### src/rtl/sar_pkg.sv
package sar_pkg;
  typedef enum logic [1:0] {
    ST_IDLE   = 2'd0,
    ST_SAMPLE = 2'd1,
    ST_HOLD   = 2'd2,
    ST_DECIDE = 2'd3
  } sar_state_t;
endpackage

### src/rtl/sar_clkdiv.sv
module sar_clkdiv #(
  parameter int DIVW = 3
) (
  input  logic            clk,
  input  logic            rst,
  input  logic            restart,
  input  logic [DIVW-1:0] div_q,
  output logic            tick
);
  logic [DIVW-1:0] cnt;

  assign tick = (cnt == div_q);

  always_ff @(posedge clk) begin
    if (rst || restart) cnt <= '0;
    else if (tick)      cnt <= '0;
    else                cnt <= cnt + 1'b1;
  end
endmodule

### src/rtl/sar_reg.sv
module sar_reg #(
  parameter int NBITS = 10,
  parameter int LOWBITS = 8
) (
  input  logic             clk,
  input  logic             rst,
  input  logic             load,
  input  logic             step,
  input  logic             commit,
  input  logic             res8,
  input  logic             cmp_ge,
  output logic             last,
  output logic [NBITS-1:0] code,
  output logic [NBITS-1:0] result
);
  localparam int SHIFT = NBITS - LOWBITS;
  localparam logic [NBITS-1:0] MSB = {1'b1, {(NBITS-1){1'b0}}};

  logic [NBITS-1:0] mask;
  logic [NBITS-1:0] kept;
  logic [NBITS-1:0] nmask;

  assign kept  = cmp_ge ? code : (code & ~mask);
  assign nmask = mask >> 1;
  assign last  = res8 ? mask[SHIFT] : mask[0];

  always_ff @(posedge clk) begin
    if (rst) begin
      mask   <= '0;
      code   <= '0;
      result <= '0;
    end else if (load) begin
      mask <= MSB;
      code <= MSB;
    end else if (commit) begin
      result <= res8 ? (kept >> SHIFT) : kept;
      mask   <= '0;
      code   <= '0;
    end else if (step) begin
      mask <= nmask;
      code <= kept | nmask;
    end
  end

  // exactly one bit under trial at a time
  p_mask_onehot_r4: assert property (@(posedge clk) disable iff (rst) $onehot0(mask));
  // result only moves on the commit edge
  p_result_hold_r6: assert property (@(posedge clk) disable iff (rst) !commit |=> $stable(result));
  // right-justified 8-bit result leaves the top bits clear
  p_res8_top_r5: assert property (@(posedge clk) disable iff (rst)
    commit && res8 |=> result[NBITS-1 -: SHIFT] == '0);
endmodule

### src/rtl/sar_ctrl.sv
module sar_ctrl
  import sar_pkg::*;
#(
  parameter int SSW = 2,
  parameter int SAMP_BASE_LOG2 = 2,
  parameter int DIVW = 3,
  parameter int CHW = 4
) (
  input  logic            clk,
  input  logic            rst,
  input  logic            conv_en,
  input  logic            conv_start,
  input  logic [SSW-1:0]  samp_sel,
  input  logic            res_sel,
  input  logic [DIVW-1:0] div_sel,
  input  logic [CHW-1:0]  chan_sel,
  input  logic            tick,
  input  logic            last,
  output logic            go,
  output logic            load,
  output logic            step,
  output logic            commit,
  output logic            res8_q,
  output logic [DIVW-1:0] div_q,
  output logic [CHW-1:0]  chan_q,
  output logic            busy,
  output logic            sh_ctrl,
  output logic            done
);
  localparam int MAXWIN_LOG2 = SAMP_BASE_LOG2 + (1 << SSW) - 1;
  localparam int SCW = MAXWIN_LOG2 + 1;

  sar_state_t     st;
  logic [SSW-1:0] ssel_q;
  logic [SCW-1:0] scnt;
  logic [SCW-1:0] win_m1;
  logic           win_end;

  assign win_m1  = SCW'((32'd1 << (SAMP_BASE_LOG2 + 32'(ssel_q))) - 32'd1);
  assign win_end = (st == ST_SAMPLE) && tick && (scnt == win_m1);
  assign go      = conv_en && conv_start && (st == ST_IDLE);
  assign load    = win_end;
  assign step    = (st == ST_DECIDE) && tick;
  assign commit  = step && last;

  always_ff @(posedge clk) begin
    if (rst) begin
      st      <= ST_IDLE;
      ssel_q  <= '0;
      scnt    <= '0;
      res8_q  <= 1'b0;
      div_q   <= '0;
      chan_q  <= '0;
      busy    <= 1'b0;
      sh_ctrl <= 1'b0;
      done    <= 1'b0;
    end else begin
      done <= 1'b0;
      unique case (st)
        ST_IDLE: if (go) begin
          st      <= ST_SAMPLE;
          ssel_q  <= samp_sel;
          res8_q  <= !res_sel;
          div_q   <= div_sel;
          chan_q  <= chan_sel;
          scnt    <= '0;
          busy    <= 1'b1;
          sh_ctrl <= 1'b1;
        end
        ST_SAMPLE: if (tick) begin
          if (win_end) begin
            st      <= ST_HOLD;
            sh_ctrl <= 1'b0;
          end else begin
            scnt <= scnt + 1'b1;
          end
        end
        ST_HOLD: if (tick) st <= ST_DECIDE;
        ST_DECIDE: if (commit) begin
          st   <= ST_IDLE;
          busy <= 1'b0;
          done <= 1'b1;
        end
        default: st <= ST_IDLE;
      endcase
    end
  end

  // sampling never outside a conversion
  p_sh_in_busy_r3: assert property (@(posedge clk) disable iff (rst) sh_ctrl |-> busy);
  // done marks the cycle busy has just fallen
  p_done_edge_r6: assert property (@(posedge clk) disable iff (rst) done |-> !busy && $past(busy));
  // done is a single-cycle pulse
  p_done_pulse_r6: assert property (@(posedge clk) disable iff (rst) done |=> !done);
  // channel frozen for the whole conversion
  p_chan_hold_r8: assert property (@(posedge clk) disable iff (rst) busy && $past(busy) |-> $stable(chan_q));
  // accepted request starts sampling on the next edge
  p_start_r1: assert property (@(posedge clk) disable iff (rst) go |=> busy && sh_ctrl);
endmodule

### src/rtl/sar_seq.sv
module sar_seq #(
  parameter int NBITS = 10,
  parameter int LOWBITS = 8,
  parameter int SSW = 2,
  parameter int SAMP_BASE_LOG2 = 2,
  parameter int DIVW = 3,
  parameter int CHW = 4
) (
  input  logic             clk,
  input  logic             rst,
  input  logic             conv_en,
  input  logic             conv_start,
  input  logic [SSW-1:0]   samp_sel,
  input  logic             res_sel,
  input  logic [DIVW-1:0]  div_sel,
  input  logic [CHW-1:0]   chan_sel,
  input  logic             cmp_ge,
  output logic             sh_ctrl,
  output logic [NBITS-1:0] trial_code,
  output logic [CHW-1:0]   chan_out,
  output logic             busy,
  output logic             done,
  output logic [NBITS-1:0] result
);
  logic            tick, last, go, load, step, commit, res8_q;
  logic [DIVW-1:0] div_q;

  sar_clkdiv #(.DIVW(DIVW)) u_div (
    .clk(clk), .rst(rst), .restart(go), .div_q(div_q), .tick(tick)
  );

  sar_ctrl #(
    .SSW(SSW), .SAMP_BASE_LOG2(SAMP_BASE_LOG2), .DIVW(DIVW), .CHW(CHW)
  ) u_ctrl (
    .clk(clk), .rst(rst), .conv_en(conv_en), .conv_start(conv_start),
    .samp_sel(samp_sel), .res_sel(res_sel), .div_sel(div_sel),
    .chan_sel(chan_sel), .tick(tick), .last(last), .go(go), .load(load),
    .step(step), .commit(commit), .res8_q(res8_q), .div_q(div_q),
    .chan_q(chan_out), .busy(busy), .sh_ctrl(sh_ctrl), .done(done)
  );

  sar_reg #(.NBITS(NBITS), .LOWBITS(LOWBITS)) u_reg (
    .clk(clk), .rst(rst), .load(load), .step(step), .commit(commit),
    .res8(res8_q), .cmp_ge(cmp_ge), .last(last), .code(trial_code),
    .result(result)
  );
endmodule

### config.mk
export PLATFORM = sky130hd
export DESIGN_NAME = sar_seq
export DESIGN_NICKNAME = d
export VERILOG_FILES = /design/src/rtl/sar_pkg.sv /design/src/rtl/sar_clkdiv.sv /design/src/rtl/sar_reg.sv /design/src/rtl/sar_ctrl.sv /design/src/rtl/sar_seq.sv
export SDC_FILE = /design/constraint.sdc
export NUM_CORES = 1
export LEC_CHECK = 0
export BUFFER_PORTS_ARGS = -buffer_cell sky130_fd_sc_hd__buf_2
export CAP_MARGIN = 0
export CORE_UTILIZATION = 50
export DETAILED_ROUTE_END_ITERATION = 10
export PLACE_DENSITY = 0.75
export SYNTH_ARGS = -nofsm -noshare
export SYNTH_HDL_FRONTEND = slang
export SYNTH_SLANG_ARGS = --single-unit
### constraint.sdc
create_clock -name clk -period 1.72 [get_ports clk]
set_input_delay 0.258 -clock clk [delete_from_list [all_inputs] [get_ports clk]]
set_output_delay 0.258 -clock clk [all_outputs]
set_load 0.01 [all_outputs]
==> results_dict.tcl <==
set metrics [dict create \
    status "finished with violations" \
    violations "negative setup slack" \
    clk-insertion-delay-late_ns 0.32 \
    start_kind "register" \
    holdPathEnd "u_ctrl.res8_q" \
    syn_area_um2 2520 \
    cts_hold_buf 0 \
    syn_nets 316 \
    rows 25 \
    grt_pass1_vias 2121 \
    synth_seq_area_share_pct 42.9 \
    tightestPinTransition_ns 0.423 \
    cp.required_ns 1.99 \
    whs_path_depth 2 \
    grt_max_degree 27 \
    io_pins 42 \
    path_class "register to register" \
    clock-root-buffer "clkbuf_8" \
    yosysMostFrequentCell "dfxtp_1" \
    dr.first_iter.drc_count 137 \
    postSynthAreaPerCell_um2 8.60 \
    clock_sinks 54 \
    core_um2 4790 \
    yosysWarnings 0 \
    powerDensity_nw_per_um2 1020 \
    htreeDepth 2 \
    reg2reg_slack_ns -0.01 \
    grt_usage_pct 23.6 \
    final_max_slew_viol_count 0 \
    synth_seq_cells 54 \
    yosysTopAreaCellShare_pct 42.9 \
    synthCells 293 \
    timing.hold.worst.class "primary input to register" \
    tns_ns -0.0129 \
    fin_skew_ns 0.0124 \
    wire_per_inst_um 14.1 \
    drc_errors 0 \
    synthTopCellsByCount "dfxtp_1 (54), nand2_1 (52), a21oi_1 (35)" \
    first_pass_iters 4 \
    min_from "res_sel" \
    grt_overflow 0 \
    ir_drop_v 0.000667 \
    die_area_um2 5330 \
    cts_tree "built" \
    rsz0062_at_grt "yes" \
    drive_gt1_share_pct 37.0 \
    crit_fanout 6 \
    initial_core_util_pct 52.6 \
    die_y_um 73.0 \
    port_buffers 41 \
    async_reset_ff_share_pct 0 \
    routed_via_density 5.36 \
    postLayoutCellArea_um2 3320 \
    synth_edf_count 0 \
    max_freq_mhz 577 \
    power_mw 3.38 \
    antenna_found_initial 0 \
    area_growth_syn_to_layout_pct 31.6 \
    startpoint "u_ctrl.st[1]" \
    diodes 0 \
    postRouteAntennaNets 0 \
    reg2reg_depth 7 \
    period_share_pct 101 \
    hpwl_um 4170 \
    setup_viol 1 \
    max-cap-violations 0 \
    crit_arrival_ns 2.01 \
    max_slew_margin_pct 71.5 \
    endpoint_kind "register" \
    gp_congestion 0.795 \
    synth_ff_type "dfxtp_1" \
    clk_pin_slew_ns 0.11 \
    finalHoldViolCount 0 \
    cts-buffers-inserted 5 \
    cellLeakagePower_nw 1.30 \
    nets 384 \
    die_w_um 73.0 \
    ys_top_cells_by_area "dfxtp_1 (43%), nand2_1 (7.7%), a21oi_1 (7.0%)" \
    grt_pass1_wl_um 9490 \
    r2r_end "u_ctrl.scnt[2]" \
    timing.rr.start "u_ctrl.st[1]" \
    fin_crit_ns 1.73 \
    yosys.area.top_type "dfxtp_1" \
    dpl-instance-area_um2 2970 \
    vias 2299 \
    synth_cell_types 46 \
    clk_path_buf_depth 2 \
    fill_cells 359 \
    routed_wl_um 6050 \
    setup_ws_ns -0.0129 \
]
worst max-delay path by stage:
stage | to | slack, ns | depth (start not counted)
6_report | u_ctrl.scnt[2] | -0.01 | 7
2_1_floorplan | u_reg.code[0] | 0.007 | 6
3_5_place_dp | u_ctrl.scnt[2] | -0.06 | 7
5_1_grt | u_ctrl.scnt[2] | -0.08 | 7
3_3_place_gp | u_ctrl.scnt[2] | -0.02 | 7
4_1_cts | u_ctrl.st[0] | 0.005 | 7
cells by family (layout without fill, tap and decap cells):
family,after synthesis,count (layout),share of synthesized area (%)
compound gates,81,81,20.6
fa+ha+maj,8,8,3.97
xor+xnor,9,9,4.02
flops,54,54,42.9
buf+inv,27,96,4.47
mux,14,14,6.01
simple gates,100,100,18.0
sequential cells by signal, indices dropped and copies added (netlist names):
register	flops
u_ctrl.ssel_q	2
u_div.cnt	3
u_ctrl.scnt	6
u_reg.mask	10
u_ctrl.done	1
u_ctrl.busy	1
u_ctrl.sh_ctrl	1
u_ctrl.st	2
u_ctrl.div_q	3
u_ctrl.res8_q	1
u_reg.result	10
u_reg.code	10
u_ctrl.chan_q	4
layout by cell type, fill, tap and decap left out, types with 4 or more instances in the layout:
master,Yosys,layout
nand2_1,52,51
dfxtp_2,0,8
mux2i_1,5,5
buf_4,1,26
a211oi_1,7,4
nor2_1,20,20
a21oi_1,35,32
o21a_1,4,4
o21ai_0,18,16
mux2_2,9,9
nand3_1,7,4
dfxtp_1,54,44
a211oi_2,2,5
inv_1,17,15
clkbuf_8,0,5
ha_1,8,5
buf_2,0,41
nor3_1,4,4
per-stage QoR:
stage / hold WS (ns) / std cells / utilization, % / setup WS [ns]
floorplan: 0.354 / 293 / - / 0.00732
global placement: 0.439 / 413 / 62.1 / -0.0178
detailed placement: 0.448 / 413 / 62.1 / -0.0643
CTS: 0.115 / 424 / 65.3 / 0.00503
global route: 0.0958 / 429 / 69.3 / -0.0751
finish: 0.116 / 429 / 69.3 / -0.0129
repair_timing:
item	4_1_cts	5_1_grt
pin swaps	2	12
gates cloned	0	0
resized for setup	7	36
buffers inserted	3	5
endpoints found under the setup margin	16	37
area by class of cell:
class	instances	area (um^2)	share of cell area, %
inverters	17	63.8	1.92
well taps	67	83.8	2.53
repair buffers	71	463	14.0
multi-input cells	212	1490	44.9
flip-flops and latches	54	1100	33.1
clock inverters	3	47.5	1.43
clock buffers	5	68.8	2.08
power breakdown:
group          switching (mW)  internal, mW  total (mW)
Sequential             0.0785          1.33        1.41
Clock                   0.445         0.442       0.886
Combinational           0.555         0.530        1.09
routing by layer:
layer | up-vias | global-route usage (%) | share of wire [%]
met4 | 0 | 11.3 | 1.9
met3 | 11 | 4.70 | 5.0
met1 | 1087 | 29.1 | 45
met2 | 47 | 39.4 | 48
met5 | - | 0 | 0
li1 | 1154 | - | -
critical path, cell delays in order (launching register included):
cell and delay [ns]:
dfxtp_2 0.35, inv_2 0.09, ha_4 0.17, buf_4 0.13
nand2b_4 0.05, a221o_2 0.41, a2111o_1 0.43, nand2_1 0.07
Power figures use the tool's default switching activity.
